==> src/rtl/tagdir_pkg.sv <==
package tagdir_pkg;

  typedef enum logic [1:0] {
    POL_RANDOM     = 2'b00,
    POL_LRU        = 2'b01,
    POL_FIFO       = 2'b10,
    POL_RANDOM_ALT = 2'b11
  } policy_e;

  localparam logic [15:0] LFSR_SEED = 16'hACE1;

  // one shift of the 16-bit Fibonacci register, taps 16/14/13/11
  function automatic logic [15:0] lfsr_step(input logic [15:0] s);
    return {s[14:0], s[15] ^ s[13] ^ s[12] ^ s[10]};
  endfunction

endpackage

==> src/rtl/tagdir_lfsr.sv <==
module tagdir_lfsr
  import tagdir_pkg::*;
(
  input  logic        clk,
  input  logic        rst_n,
  output logic [15:0] state
);

  always_ff @(posedge clk) begin
    if (!rst_n) state <= LFSR_SEED;
    else        state <= lfsr_step(state);
  end


  lfsr_live_chk: assert property (@(posedge clk) disable iff (!rst_n)
    state != 16'h0);

endmodule

==> src/rtl/tagdir_victim.sv <==
module tagdir_victim
  import tagdir_pkg::*;
#(
  parameter int WAYS  = 4,
  parameter int GEN_W = 16,
  parameter int WAY_W = 2
) (
  input  logic [1:0]                  policy,
  input  logic [WAYS-1:0]             valid_vec,
  input  logic [WAYS-1:0][GEN_W-1:0]  stamp_vec,
  input  logic [WAY_W-1:0]            fifo_ptr,
  input  logic [15:0]                 rnd_state,
  output logic [WAY_W-1:0]            fill_way,
  output logic                        set_full
);

  logic [WAY_W-1:0] free_way, lru_way, rnd_way;
  logic [GEN_W-1:0] best_stamp;

  assign set_full = &valid_vec;
  assign rnd_way  = WAY_W'(rnd_state % 16'(WAYS));

  always_comb begin
    free_way = '0;
    for (int w = WAYS - 1; w >= 0; w--)
      if (!valid_vec[w]) free_way = WAY_W'(w);
  end

  always_comb begin
    lru_way    = '0;
    best_stamp = stamp_vec[0];
    for (int w = 1; w < WAYS; w++)
      if (stamp_vec[w] < best_stamp) begin
        best_stamp = stamp_vec[w];
        lru_way    = WAY_W'(w);
      end
  end

  always_comb begin
    if (!set_full) fill_way = free_way;
    else begin
      case (policy_e'(policy))
        POL_LRU:  fill_way = lru_way;
        POL_FIFO: fill_way = fifo_ptr;
        default:  fill_way = rnd_way;
      endcase
    end
  end

endmodule

==> src/rtl/tagdir_perf.sv <==
module tagdir_perf #(
  parameter int CNT_W = 32
) (
  input  logic             clk,
  input  logic             rst_n,
  input  logic             acc_evt,
  input  logic             miss_evt,
  output logic [CNT_W-1:0] access_count,
  output logic [CNT_W-1:0] miss_count
);

  always_ff @(posedge clk) begin
    if (!rst_n) begin
      access_count <= '0;
      miss_count   <= '0;
    end else begin
      if (acc_evt)  access_count <= access_count + CNT_W'(1);
      if (miss_evt) miss_count   <= miss_count + CNT_W'(1);
    end
  end

endmodule

==> src/rtl/tagdir_tracker.sv <==
module tagdir_tracker
  import tagdir_pkg::*;
#(
  parameter int ADDR_W      = 32,
  parameter int BLK_BYTES   = 16,
  parameter int WAYS        = 4,
  parameter int CACHE_BYTES = 256,
  parameter int GEN_W       = 16,
  parameter int CNT_W       = 32
) (
  input  logic              clk,
  input  logic              rst_n,
  input  logic              flush,
  input  logic [1:0]        policy,
  input  logic              req_valid,
  output logic              req_ready,
  input  logic [ADDR_W-1:0] req_addr,
  output logic              rsp_valid,
  output logic              rsp_hit,
  output logic [CNT_W-1:0]  access_count,
  output logic [CNT_W-1:0]  miss_count
);

  localparam int SETS     = CACHE_BYTES / (BLK_BYTES * WAYS);
  localparam int OFF_W    = $clog2(BLK_BYTES);
  localparam int IDX_BITS = $clog2(SETS);
  localparam int IDX_W    = (IDX_BITS > 0) ? IDX_BITS : 1;
  localparam int TAG_W    = ADDR_W - OFF_W - IDX_BITS;
  localparam int WAY_W    = (WAYS > 1) ? $clog2(WAYS) : 1;

  if ((CACHE_BYTES % BLK_BYTES) != 0 || (CACHE_BYTES % (BLK_BYTES * WAYS)) != 0 ||
      (BLK_BYTES & (BLK_BYTES - 1)) != 0 || (WAYS & (WAYS - 1)) != 0 ||
      (SETS & (SETS - 1)) != 0) begin : g_bad_cfg
    $error("tagdir_tracker: geometry parameters are inconsistent");
  end

  function automatic logic [IDX_W-1:0] set_of(input logic [ADDR_W-1:0] a);
    logic [ADDR_W-1:0] t;
    t = (a >> OFF_W) & ADDR_W'(SETS - 1);
    return t[IDX_W-1:0];
  endfunction

  function automatic logic [TAG_W-1:0] tag_of(input logic [ADDR_W-1:0] a);
    logic [ADDR_W-1:0] t;
    t = a >> (OFF_W + IDX_BITS);
    return t[TAG_W-1:0];
  endfunction

  // directory state
  logic [WAYS-1:0]            valid_q [SETS];
  logic [TAG_W-1:0]           tag_q   [SETS][WAYS];
  logic [WAYS-1:0][GEN_W-1:0] stamp_q [SETS];
  logic [GEN_W-1:0]           gen_q   [SETS];
  logic [WAY_W-1:0]           fptr_q  [SETS];

  // named internal events
  logic              acc_fire, hit_evt, fill_evt, any_hit, set_full;
  logic [IDX_W-1:0]  req_set;
  logic [TAG_W-1:0]  req_tag;
  logic [WAYS-1:0]   hit_vec;
  logic [WAY_W-1:0]  hit_way, fill_way, touch_way;
  logic [15:0]       rnd_state;

  assign req_ready = ~flush;
  assign acc_fire  = req_valid & req_ready;
  assign req_set   = set_of(req_addr);
  assign req_tag   = tag_of(req_addr);

  for (genvar w = 0; w < WAYS; w++) begin : g_cmp
    assign hit_vec[w] = valid_q[req_set][w] && (tag_q[req_set][w] == req_tag);
  end

  assign any_hit = |hit_vec;
  assign hit_evt  = acc_fire & any_hit;
  assign fill_evt = acc_fire & ~any_hit;

  always_comb begin
    hit_way = '0;
    for (int w = 0; w < WAYS; w++)
      if (hit_vec[w]) hit_way = WAY_W'(w);
  end

  tagdir_lfsr u_lfsr (.clk(clk), .rst_n(rst_n), .state(rnd_state));

  tagdir_victim #(.WAYS(WAYS), .GEN_W(GEN_W), .WAY_W(WAY_W)) u_victim (
    .policy    (policy),
    .valid_vec (valid_q[req_set]),
    .stamp_vec (stamp_q[req_set]),
    .fifo_ptr  (fptr_q[req_set]),
    .rnd_state (rnd_state),
    .fill_way  (fill_way),
    .set_full  (set_full)
  );

  assign touch_way = any_hit ? hit_way : fill_way;

  always_ff @(posedge clk) begin
    if (!rst_n || flush) begin
      for (int s = 0; s < SETS; s++) begin
        valid_q[s] <= '0;
        stamp_q[s] <= '0;
        gen_q[s]   <= '0;
        fptr_q[s]  <= '0;
      end
    end else if (acc_fire) begin
      stamp_q[req_set][touch_way] <= gen_q[req_set];
      gen_q[req_set]              <= gen_q[req_set] + GEN_W'(1);
      if (fill_evt) begin
        tag_q[req_set][fill_way]   <= req_tag;
        valid_q[req_set][fill_way] <= 1'b1;
        if (set_full && policy_e'(policy) == POL_FIFO)
          fptr_q[req_set] <= (fptr_q[req_set] == WAY_W'(WAYS - 1)) ?
                             '0 : fptr_q[req_set] + WAY_W'(1);
      end
    end
  end

  always_ff @(posedge clk) begin
    if (!rst_n) begin
      rsp_valid <= 1'b0;
      rsp_hit   <= 1'b0;
    end else begin
      rsp_valid <= acc_fire;
      rsp_hit   <= hit_evt;
    end
  end

  tagdir_perf #(.CNT_W(CNT_W)) u_perf (
    .clk          (clk),
    .rst_n        (rst_n),
    .acc_evt      (acc_fire),
    .miss_evt     (fill_evt),
    .access_count (access_count),
    .miss_count   (miss_count)
  );


  dup_tag_chk: assert property (@(posedge clk) disable iff (!rst_n)
    acc_fire |-> $onehot0(hit_vec));


  fill_free_chk: assert property (@(posedge clk) disable iff (!rst_n)
    (fill_evt && !set_full) |-> !valid_q[req_set][fill_way]);


  flush_block_chk: assert property (@(posedge clk) disable iff (!rst_n)
    flush |=> !rsp_valid);


  miss_step_chk: assert property (@(posedge clk) disable iff (!rst_n)
    (rsp_valid && !rsp_hit) |-> miss_count == $past(miss_count) + CNT_W'(1));


  access_hold_chk: assert property (@(posedge clk) disable iff (!rst_n)
    !rsp_valid |-> $stable(access_count));


  miss_bound_chk: assert property (@(posedge clk) disable iff (!rst_n)
    miss_count <= access_count);

endmodule

==> config.mk <==
export PLATFORM = sky130hd
export DESIGN_NAME = tagdir_tracker
export DESIGN_NICKNAME = d
export VERILOG_FILES = /design/src/rtl/tagdir_pkg.sv /design/src/rtl/tagdir_lfsr.sv /design/src/rtl/tagdir_victim.sv /design/src/rtl/tagdir_perf.sv /design/src/rtl/tagdir_tracker.sv
export SDC_FILE = /design/constraint.sdc
export NUM_CORES = 1
export LEC_CHECK = 0
export ABC_AREA = 0
export BUFFER_PORTS_ARGS = -buffer_cell sky130_fd_sc_hd__buf_2
export CAP_MARGIN = 20
export CORE_ASPECT_RATIO = 1.75
export CORE_MARGIN = 3
export CORE_UTILIZATION = 56
export CTS_CLUSTER_DIAMETER = 200
export DETAILED_ROUTE_END_ITERATION = 7
export PLACE_DENSITY = 0.72
export SYNTH_ARGS = -nofsm -noshare
export SYNTH_HDL_FRONTEND = slang
export SYNTH_SLANG_ARGS = --single-unit
==> constraint.sdc <==
create_clock -name clk -period 14.3 [get_ports clk]
set_input_delay 1.43 -clock clk [delete_from_list [all_inputs] [get_ports clk]]
set_output_delay 1.43 -clock clk [all_outputs]
set_load 0.02 [all_outputs]
# [Word level (Yosys, flattened, before mapping)]
# Memories as Yosys holds them, arrays and structs flattened.
# Index checks and enable logic that the tools add are counted.
[word_totals] register_bits=82 latch_bits=0 mem_bits_rw=760 mem_bits_ro=0 input_bits=38 output_inout_bits=67 wordCells=105 mem_count=5
[op_classes] n_addsub=4 n_mul=0 div_mod_pow=0 magnitude_cmp=9 n_eq_ne=7 shift=0 mux=50 bitwise=9 n_reduce_logical=16
[mem_list] memory="tag_q" words=4 word_bits=104 read_ports=1 rd_clocked_by_memory_dff=0 write_ports=1 line_no="tagdir_tracker.sv:51" text="logic [TAG_W-1:0] tag_q [SETS][WAYS];"
[mem_list] memory="stamp_q" words=4 word_bits=64 read_ports=1 rd_clocked_by_memory_dff=0 write_ports=4 line_no="tagdir_tracker.sv:52" text="logic [WAYS-1:0][GEN_W-1:0] stamp_q [SETS];"
[mem_list] memory="gen_q" words=4 word_bits=16 read_ports=1 rd_clocked_by_memory_dff=0 write_ports=4 line_no="tagdir_tracker.sv:53" text="logic [GEN_W-1:0] gen_q [SETS];"
[mem_list] memory="valid_q" words=4 word_bits=4 read_ports=1 rd_clocked_by_memory_dff=0 write_ports=4 line_no="tagdir_tracker.sv:50" text="logic [WAYS-1:0] valid_q [SETS];"
[mem_list] memory="fptr_q" words=4 word_bits=2 read_ports=1 rd_clocked_by_memory_dff=0 write_ports=4 line_no="tagdir_tracker.sv:54" text="logic [WAY_W-1:0] fptr_q [SETS];"
[ops] cell="64-bit two-way mux" count=3
[ops] cell="26-bit == test" count=4
[ops] cell="104-bit two-way mux" count=1
[ops] cell="32-bit by 1-bit adder with 32-bit output (second input constant)" count=2
[ops] cell="16-bit two-way mux" count=4
[ops] cell="64-bit OR reduction" count=1
[ops] cell="26-bit demux with 2-bit select" count=1
[ops] cell="16-bit < comparator" count=3
[ops] cell="16-bit demux with 2-bit select" count=1
[ops] cell="2-bit two-way mux" count=16
[ops] cell="26-bit two-way mux" count=1
[ops] cell="1-bit two-way mux" count=18
[ops] cell="16-bit by 1-bit adder with 16-bit output (second input constant)" count=1
[ops] cell="16-bit OR reduction" count=1
[ops] cell="4-bit two-way mux" count=3
[ops] cell="1-bit logical AND" count=8
[ops] cell="4-bit OR reduction" count=2
[ops] cell="2-bit by 3-bit < comparator with 1-bit output (second input constant)" count=2
[ops] cell="2-bit == test (second input constant)" count=2
[ops] cell="2-bit by 1-bit greater-or-equal comparator with 1-bit output (second input constant)" count=2
[ops] cell="2-bit one-hot mux with 2 select lines" count=1
[ops] cell="4-bit AND reduction" count=1
[ops] cell="1-bit AND" count=3
[ops] cell="3-bit greater-or-equal comparator (second input constant)" count=1
[ops] cell="10 further kinds" count=13

# [Depth between registers and ports, before layout]
# Gate-level depths: netlist (run 1).
# An unclocked memory read counts as a cell.
[logic_depth] word_depth=17 ltp_mapped=39 depth_no_buf=26

# [By module]
# From an unflattened synthesis (run 1), not the netlist that was laid out.
[unflattened] hier_cells=2431 hier_area_um2=37125.6
[modules_own_cells] mod="tagdir_tracker" n_inst=1 cells_per_inst=1822 area_each_um2=32033.2 seq_area_each_um2=22861.9
[modules_own_cells] mod="tagdir_perf" n_inst=1 cells_per_inst=359 area_each_um2=3067.9 seq_area_each_um2=1281.2
[modules_own_cells] mod="tagdir_victim" n_inst=1 cells_per_inst=214 area_each_um2=1566.5 seq_area_each_um2=0.0
[modules_own_cells] mod="tagdir_lfsr" n_inst=1 cells_per_inst=36 area_each_um2=457.9 seq_area_each_um2=320.3

# [Worst setup path before layout (run 1)]
# OpenSTA, ideal clock, no wires.
[synth_timing] path_type="input to register" startpoint="in req_addr[4]" endpoint="mem stamp_q[1][48] (netlist name) (enable)" setup_ns=0.435 arrival_ns=11.084 setup_slack_ns=2.780 cell_stages=33 cell_sequence="buf_4 > buf_6 > buf_6 > buf_4 > buf_4 > buf_2 > buf_1 > mux4_2 > ha_1 > nand4_1 > nor4_1 > o21ai_0 > nand3b_1 > clkbuf_1 > buf_1 > mux2i_1 > ha_1 > a21oi_1 > o21a_1 > o21ai_0 > or3_1 > o31ai_4 > clkbuf_1 > nor2_1 > a21oi_1 > ha_1 > a211o_1 > a211o_1 > o31ai_1 > o211ai_1 > o21ba_2 > buf_2 > o41ai_1"
[synth_rtl] element="from (decl)" line_no="tagdir_tracker.sv:17" text="input logic [ADDR_W-1:0] req_addr,"
[synth_rtl] element="to (decl)" line_no="tagdir_tracker.sv:52"

# [Worst setup path in the final report (run 1)]
[layout_timing] startpoint="in req_addr[4]" endpoint="mem tag_q[3][72] (netlist name) (enable)"
[layout_via] elab_chain_cells=15 elab_cells_between_ends=40
[layout_rtl] element="memory read 4 x 64 bit"
[layout_rtl] element="16-bit < comparator" line_no="tagdir_victim.sv:33" text="if (stamp_vec[w] < best_stamp) begin"
[layout_rtl] element="16-bit two-way mux" line_no="tagdir_victim.sv:33"
[layout_rtl] element="16-bit < comparator" line_no="tagdir_victim.sv:33"
[layout_rtl] element="16-bit two-way mux" line_no="tagdir_victim.sv:33"
[layout_rtl] element="16-bit < comparator" line_no="tagdir_victim.sv:33"
[layout_rtl] element="2-bit two-way mux" line_no="tagdir_victim.sv:33"
[layout_rtl] element="2-bit one-hot mux with 2 select lines" line_no="tagdir_victim.sv:42" text="case (policy_e'(policy))"
[layout_rtl] element="2-bit two-way mux" line_no="tagdir_victim.sv:40" text="if (!set_full) fill_way = free_way;"
[layout_rtl] element="2-bit inverter with 3-bit output (implied by the code)" line_no="tagdir_tracker.sv:109" text="tag_q[req_set][fill_way] <= req_tag;"
[layout_rtl] element="3-bit greater-or-equal comparator (implied by the code) or 3-bit by 1-bit < comparator with 1-bit output (tied branches)" line_no="tagdir_tracker.sv:109"
[layout_rtl] element="1-bit logical AND (implied by the code)" line_no="tagdir_tracker.sv:109"
[layout_rtl] element="26-bit two-way mux (implied by the code)" line_no="tagdir_tracker.sv:109"
[layout_rtl] element="26-bit demux with 2-bit select" line_no="tagdir_tracker.sv:109"
[layout_rtl] element="104-bit two-way mux (implied by the code)" line_no="tagdir_tracker.sv:109"
[layout_rtl] element="to (decl)" line_no="tagdir_tracker.sv:51"
# Parallel ways exist; a longest one is shown, timed or not.

==> impl_results.md, run 1 <==
* PostCTS Resize Cnt at 0
* Avg WL per Cell at 27.3 um
* Drc violations at 0
* Crit path buf inv count at 3
* Clock latency on the worst-skew pair at 630 ps
* Worst EP arrival at 11480 ps
* Worst Min Path Start: u_lfsr.state[9]
* Crit Path Max Fanout at 67
* CTS Buf Count at 74
* Area Growth Syn to Fin at 10.8%
* Yosys top cell area share at 0.611
* Ys async rst share at 0
* Main synth FF type: edfxtp_1
* CTS Hold Buffers Added at 0
* Critical path class: in -> reg
* Number of enable flip-flop cells after synthesis at 760
* Hold crit path type: reg -> reg
* Placed Cells at 3303
* Sink Count at 842
* Yosys cell types at 72
* Final hold violation count at 0
* Overall Power at 5.39 mW
* Worst reg2reg setup slack at 4280 ps
* Worst-path clk slew at 60 ps
* Least-Margin Pin Slew at 1020 ps
* Share of layout cells above drive strength 1 at 0.216
* Final nets at 2587
* Sequential fraction of the synthesis area at 0.655
* Clock tree buffer depth at 3
* Period minus WS final at 11250 ps
* Leakage power figure at 14.0 nW
* Hold Path Sink: u_lfsr.state[10]
* Crit path launch type: primary input
* Via count at 22073
* Final setup viols at 0
* Most used cell, CP: a21oi_1
* Initial antenna violation count at 2
* Fmax at 0.0889 GHz
* All-Layer GR Usage at 0.271
* Layout Skew at 25.3 ps
* Post-CTS setup buffers at 0
* Gr ovfl total at 0
* Final GP Congestion at 0.922
* Crit-path leading delay family: compound AO/OA/AOI/OAI gates
* Drt pass-1 iters at 5
* Root buffer cell: clkbuf_16
* Crit share post-route at 0.787
* Synthesis Warnings at 0
* Cells after synthesis at 2442
* Outcome: completed
* Rows at 124
* Reg-to-Reg Start: stamp_q[0][19]
* Syn_nets at 2531
* Peak VDD IR at 115 uV
* Seq cells post-synth at 842
* Mean Syn Cell Area at 15.3 um^2
* Post-Route WL at 94100 um
* Post-DP HPWL at 60200 um
* Crit path largest cell delay at 960 ps
* Slowest cell on the critical path: nor2_4
* IO Port Bufs at 100
* H-tree Lvls at 3
* Synth area leaders: edfxtp_1, mux4_2, dfxtp_1
* Crit. End Element: flip-flop
* CTS tree: built
* DRT iter0 DRCs at 2218
* Largest net degree at the start of global routing at 102
* R2r endpoint: tag_q[3][72]
* Hold Crit Depth at 1
* Die height at 348 um
* First-pass GRT wire length at 142000 um
* FF-to-FF path depth at 24
* Finished Layout Cells at 3441
* Setup TNS at 0 ps
* # IOs at 105
* Power Dens Cells at 130 mW/mm^2
* Cell Area, Synth at 0.0374 mm^2
* Most frequent cell after synthesis: edfxtp_1
* Final ANT Viol Nets at 0
* WP data required at 14530 ps
* Fin. max-slew vios at 0
* Initial Utilization at 0.569
* Max-slew headroom at 0.318
* RSZ-0062 raised after global routing: false
* Vias in the first global route at 22963
* Die X at 201 um
* Synth area leader: edfxtp_1
* DIE AREA at 0.0700 mm^2
* Via/cell ratio at 6.41
* Post-synth top cells: edfxtp_1, mux4_2, nor2_1, nand2_1, nor3_1
* Core area at 0.0656 mm^2
* Max-cap viol count at 0
==> through the flow <==
| step | setup WS, ps | hold slack (ps) | utilization | cell area [um^2] |
|---|---|---|---|---|
| 2_1_floorplan | 2780 | 386 | - | 37400 |
| 3_3_place_gp | 2760 | 394 | 0.591 | 38800 |
| 3_5_place_dp | 2470 | 401 | 0.591 | 38800 |
| 4_1_cts | 3130 | 420 | 0.630 | 41400 |
| 5_1_grt | 2550 | 427 | 0.630 | 41400 |
| 6_report | 3050 | 418 | 0.631 | 41400 |
==> metal layers <==
layer  track usage  part of all wire  routed length [um]  up-vias
met1         0.305              0.33               31000    11120
met4         0.161             0.068                6400        2
met5             0           0.00014                  13        -
li1              -                 -                   -     9605
met2         0.489              0.54               50700     1031
met3        0.0404             0.063                5970      315
==> area by class of cell <==
type,instances,area [um^2]
repair buffers,147,905
diodes,1,2.50
well taps,882,1100
inverters,55,206
flip-flops and latches,842,24500
fillers,4690,24200
clock inverters,41,492
multi-input cells,1378,12100
clock buffers,95,2070
==> worst reg2reg max path: cells and delay by family (launching register included) <==
| family | cells | cell delay (ps) |
|---|---|---|
| compound gates | 11 | 3700 |
| buf+inv | 2 | 770 |
| simple gates | 6 | 3100 |
| mux | 2 | 720 |
| flops | 1 | 370 |
| fa+ha+maj | 3 | 950 |
==> worst max path at each step <==
stage / startpoint / end / slack [ps] / cells after the start
CTS: req_addr[4] / tag_q[0][55] / 3130 / 25
detailed placement: req_addr[4] / tag_q[3][73] / 2470 / 25
global route: req_addr[4] / tag_q[0][74] / 2550 / 26
finish: req_addr[4] / tag_q[3][72] / 3050 / 25
floorplan: req_addr[4] / stamp_q[1][48] / 2780 / 33
global placement: req_addr[4] / tag_q[3][57] / 2760 / 25
==> kinds of logic (layout without fill, tap and decap cells) <==
logic type / after synthesis / after routing / share of synthesized area
buffers and inverters: 222 / 338 / 0.0284
multiplexers: 214 / 214 / 0.119
other: 0 / 1 / 0
adder cells (fa/ha/maj): 51 / 51 / 0.0171
XOR/XNOR: 162 / 162 / 0.0380
AO/OA/AOI/OAI: 186 / 186 / 0.0324
AND/OR/NAND/NOR: 765 / 765 / 0.111
flip-flops: 842 / 842 / 0.655
==> cells in the final DEF, fill, tap and decap left out, drive strengths merged, types with 10 or more instances in the layout <==
master and count:
a21o 10, o31ai 17, a21oi 59, nand4 64, mux4 183, and2 17, nand2b 18, buf 146
dfxtp 82, ha 51, mux2i 30, edfxtp 760, inv 60, nor4 57, o21ai 51, xor2 33
xnor2 129, nand3 48, nor2 154, nor3 172, clkbuf 96, or3 20, and3 27, and4 18
nand2 151, clkinv 21, bufinv 11
==> flip-flops by register name, summed over array words and instances, names as in the netlist <==
name / cells
tag_q: 416
stamp_q: 256
gen_q: 64
u_perf.access_count: 32
u_perf.miss_count: 32
u_lfsr.state: 16
valid_q: 16
fptr_q: 8
rsp_hit: 1
rsp_valid: 1
==> where the power goes <==
| group | switching, mW | total [mW] | internal (mW) | leakage [nW] |
|---|---|---|---|---|
| Combinational | 0.350 | 0.522 | 0.172 | 4.55 |
| Sequential | 0.0165 | 2.75 | 2.74 | 8.24 |
| Clock | 0.887 | 2.11 | 1.23 | 1.25 |
(Power assumes the default switching activity.)
==> run 2: changes to the inputs <==
--- a/config.mk
+++ b/config.mk
@@ -13,7 +13,7 @@
 export CORE_UTILIZATION = 56
 export CTS_CLUSTER_DIAMETER = 200
 export DETAILED_ROUTE_END_ITERATION = 7
-export PLACE_DENSITY = 0.72
+export PLACE_DENSITY = 0.75
 export SYNTH_ARGS = -nofsm -noshare
 export SYNTH_HDL_FRONTEND = slang
 export SYNTH_SLANG_ARGS = --single-unit
==> constraint.sdc (replaced) <==
create_clock -name clk -period 9.3 [get_ports clk]
set_input_delay 0.93 -clock clk [delete_from_list [all_inputs] [get_ports clk]]
set_output_delay 0.93 -clock clk [all_outputs]
set_load 0.02 [all_outputs]
==> impl_results.md, run 2 (synthesized netlist as in run 1, its figures left out) <==
* RSZ-0062 raised after global routing: false
* Initial antenna violation count at 3 (+1)
* CTS tree: built
* Final GP Congestion at 0.907 (-1.6%)
* Reg power frac at 0.510 (about the same)
* # IOs at 105 (unchanged)
* All-Layer GR Usage at 0.271 (+0.000338)
* H-tree Lvls at 3 (unchanged)
* Sequential Area at 0.0245 mm^2 (unchanged)
* Peak VDD IR at 224 uV (+95%)
* Reg with most FFs: tag_q
* Most frequent cells in the layout: edfxtp_1, mux4_2, nand2_1
* Die height at 348 um (unchanged)
* Slack of the critical path at 658 ps (-2390 ps)
* Hold crit path type: reg -> reg
* Switching portion of total power at 0.233 (+0.000422)
* FILL cells at 4546 (-3.1%)
* Layout Skew at 23.0 ps (-2.21 ps)
* Avg WL per Cell at 27.4 um (+0.14%)
* Final nets at 2614 (+1.0%)
* IO Port Bufs at 100 (unchanged)
* Gate power share at 0.102 (+0.005)
* Share of layout cells above drive strength 1 at 0.225 (+0.00857)
* Clock tree buffer depth at 3 (unchanged)
* R2r endpoint: tag_q[2][17]
* Clock Power Share at 0.388 (-0.004)
* Post-DP HPWL at 62000 um (+3.0%)
* Crit share post-route at 0.929
* Drc violations at 0 (unchanged)
* WP data required at 9610 ps (-4920 ps)
* Initial Utilization at 0.569 (unchanged)
* Commonest non-fill, non-tap cell in the layout: edfxtp_1
* Final setup viols at 0 (unchanged)
* Fin. max-slew vios at 0 (unchanged)
* Fmax at 0.116 GHz
* Least-Margin Pin Slew at 1090 ps (+65.5 ps)
* Post-CTS setup buffers at 0 (unchanged)
* Setup TNS at 0 ps (unchanged)
* FF-to-FF path depth at 27 (+13%)
* Rows at 124 (unchanged)
* Hold Crit Depth at 1 (unchanged)
* Max-cap viol count at 0 (unchanged)
* Via count at 22308 (+1.1%)
* Clock latency on the worst-skew pair at 630 ps (about the same)
* Worst EP arrival at 8960 ps (-2520 ps)
* Largest net degree at the start of global routing at 88 (-14%)
* DIE AREA at 0.0700 mm^2 (unchanged)
* Drt pass-1 iters at 5 (unchanged)
* Period minus WS final at 8640 ps
* Number of flip-flops in the largest register at 416 (unchanged)
* Gr ovfl total at 0 (unchanged)
* Critical path launch point: req_addr[4]
* First-pass GRT wire length at 142000 um (about the same)
* Switching Power at 1.93 mW (+54%)
* Largest regs: tag_q (416), stamp_q (256), gen_q (64)
* Vias in the first global route at 23139 (+0.77%)
* Area Growth Syn to Fin at 12.6%
* Die X at 201 um (unchanged)
* Final hold violation count at 0 (unchanged)
* Root buffer cell: clkbuf_16
* Crit Path Max Fanout at 29 (-57%)
* Critical path class: in -> reg
* Via/cell ratio at 6.43 (+0.25%)
* Worst Min Path Start: u_lfsr.state[5]
* Worst-path clk slew at 70 ps (about the same)
* Post-Route WL at 95000 um (+0.96%)
* Sink Count at 842 (unchanged)
* Multi-input gate area at 0.0122 mm^2 (+0.44%)
* Max-slew headroom at 0.273 (-0.0444)
* Core area at 0.0656 mm^2 (unchanged)
* PostCTS Resize Cnt at 0 (unchanged)
* Final ANT Viol Nets at 0 (unchanged)
* P_int at 6.37 mW (+54%)
* Reg-to-Reg Start: stamp_q[3][27]
* CTS Buf Count at 74 (unchanged)
* Crit. End Element: flip-flop
* Hold Path Sink: u_lfsr.state[6]
* Power Dens Cells at 197 mW/mm^2 (+52%)
* Leakage power figure at 14.4 nW (+2.2%)
* Worst reg2reg setup slack at 1010 ps (-3270 ps)
* DRT iter0 DRCs at 2143 (-3.4%)
* Outcome: completed
* Crit path launch type: primary input
* CTS Hold Buffers Added at 0 (unchanged)
* Worst slack, placed at 150 ps (-2320 ps)
[run 2: worst max-delay path: stages]
cell and delay, ps:
buf_8 300, mux4_2 620, ha_1 330, nand2_1 50, o21ai_0 600, a21o_1 240
nand3b_1 140, buf_4 250, mux2i_1 290, ha_1 290, a21oi_1 200, o21ai_0 240
and2_1 280, or3_1 390, o31ai_4 330, buf_12 220, nor2_1 50, a21oi_1 120
ha_1 260, a21o_1 180, a21o_1 170, a21oi_1 370, o221ai_1 300, a21oi_1 230
and2_1 360, nand3_1 550, nor2_2 330, buf_12 250
[run 2: stage by stage]
stage | utilization | hold WS [ps] | total power, mW | area [um^2] | instances
finish | 0.641 | 410 | 8.30 | 42100 | 3469
global route | 0.641 | 425 | 8.53 | 42000 | 3467
CTS | 0.640 | 416 | 8.34 | 42000 | 3466
detailed placement | 0.601 | 394 | 5.15 | 39500 | 3330
global placement | 0.601 | 393 | 5.12 | 39500 | 3330
floorplan | - | 386 | 4.84 | 37700 | 2442
[run 2: how the worst max path moves through the flow]
stage               cells after the start  slack [ps]        endpoint
global placement                       28         280    tag_q[2][18]
global route                           29         230     tag_q[2][8]
detailed placement                     29         150    tag_q[2][18]
finish                                 28         660    tag_q[2][17]
floorplan                              36          10  stamp_q[1][16]
CTS                                    29         780    tag_q[2][20]
[run 2: metal layers]
metal / up-vias / wire, um / GRT usage / part of all wire
li1: 9651 / - / - / -
met4: 2 / 8390 / 0.206 / 0.088
met3: 372 / 5570 / 0.0406 / 0.059
met2: 1051 / 50000 / 0.481 / 0.53
met5: - / 14 / 0 / 0.00015
met1: 11232 / 31000 / 0.293 / 0.33
[run 2: final cells by class]
cell class / count / area share
timing repair buffer: 174 / 0.0363
antenna: 2 / 0.000119
sequential: 842 / 0.582
clock inverter: 35 / 0.00943
multi-input combinational: 1378 / 0.290
inverter: 55 / 0.00491
tap: 882 / 0.0262
clock buffer: 101 / 0.0514
[run 2: power groups by stage]
| stage | clock [mW] | combinational [mW] | sequential [mW] |
|---|---|---|---|
| floorplan | 0 | 0.533 | 4.31 |
| global placement | 0 | 0.812 | 4.31 |
| detailed placement | 0 | 0.830 | 4.32 |
| CTS | 3.27 | 0.836 | 4.24 |
| global route | 3.40 | 0.891 | 4.24 |
| finish | 3.22 | 0.843 | 4.24 |
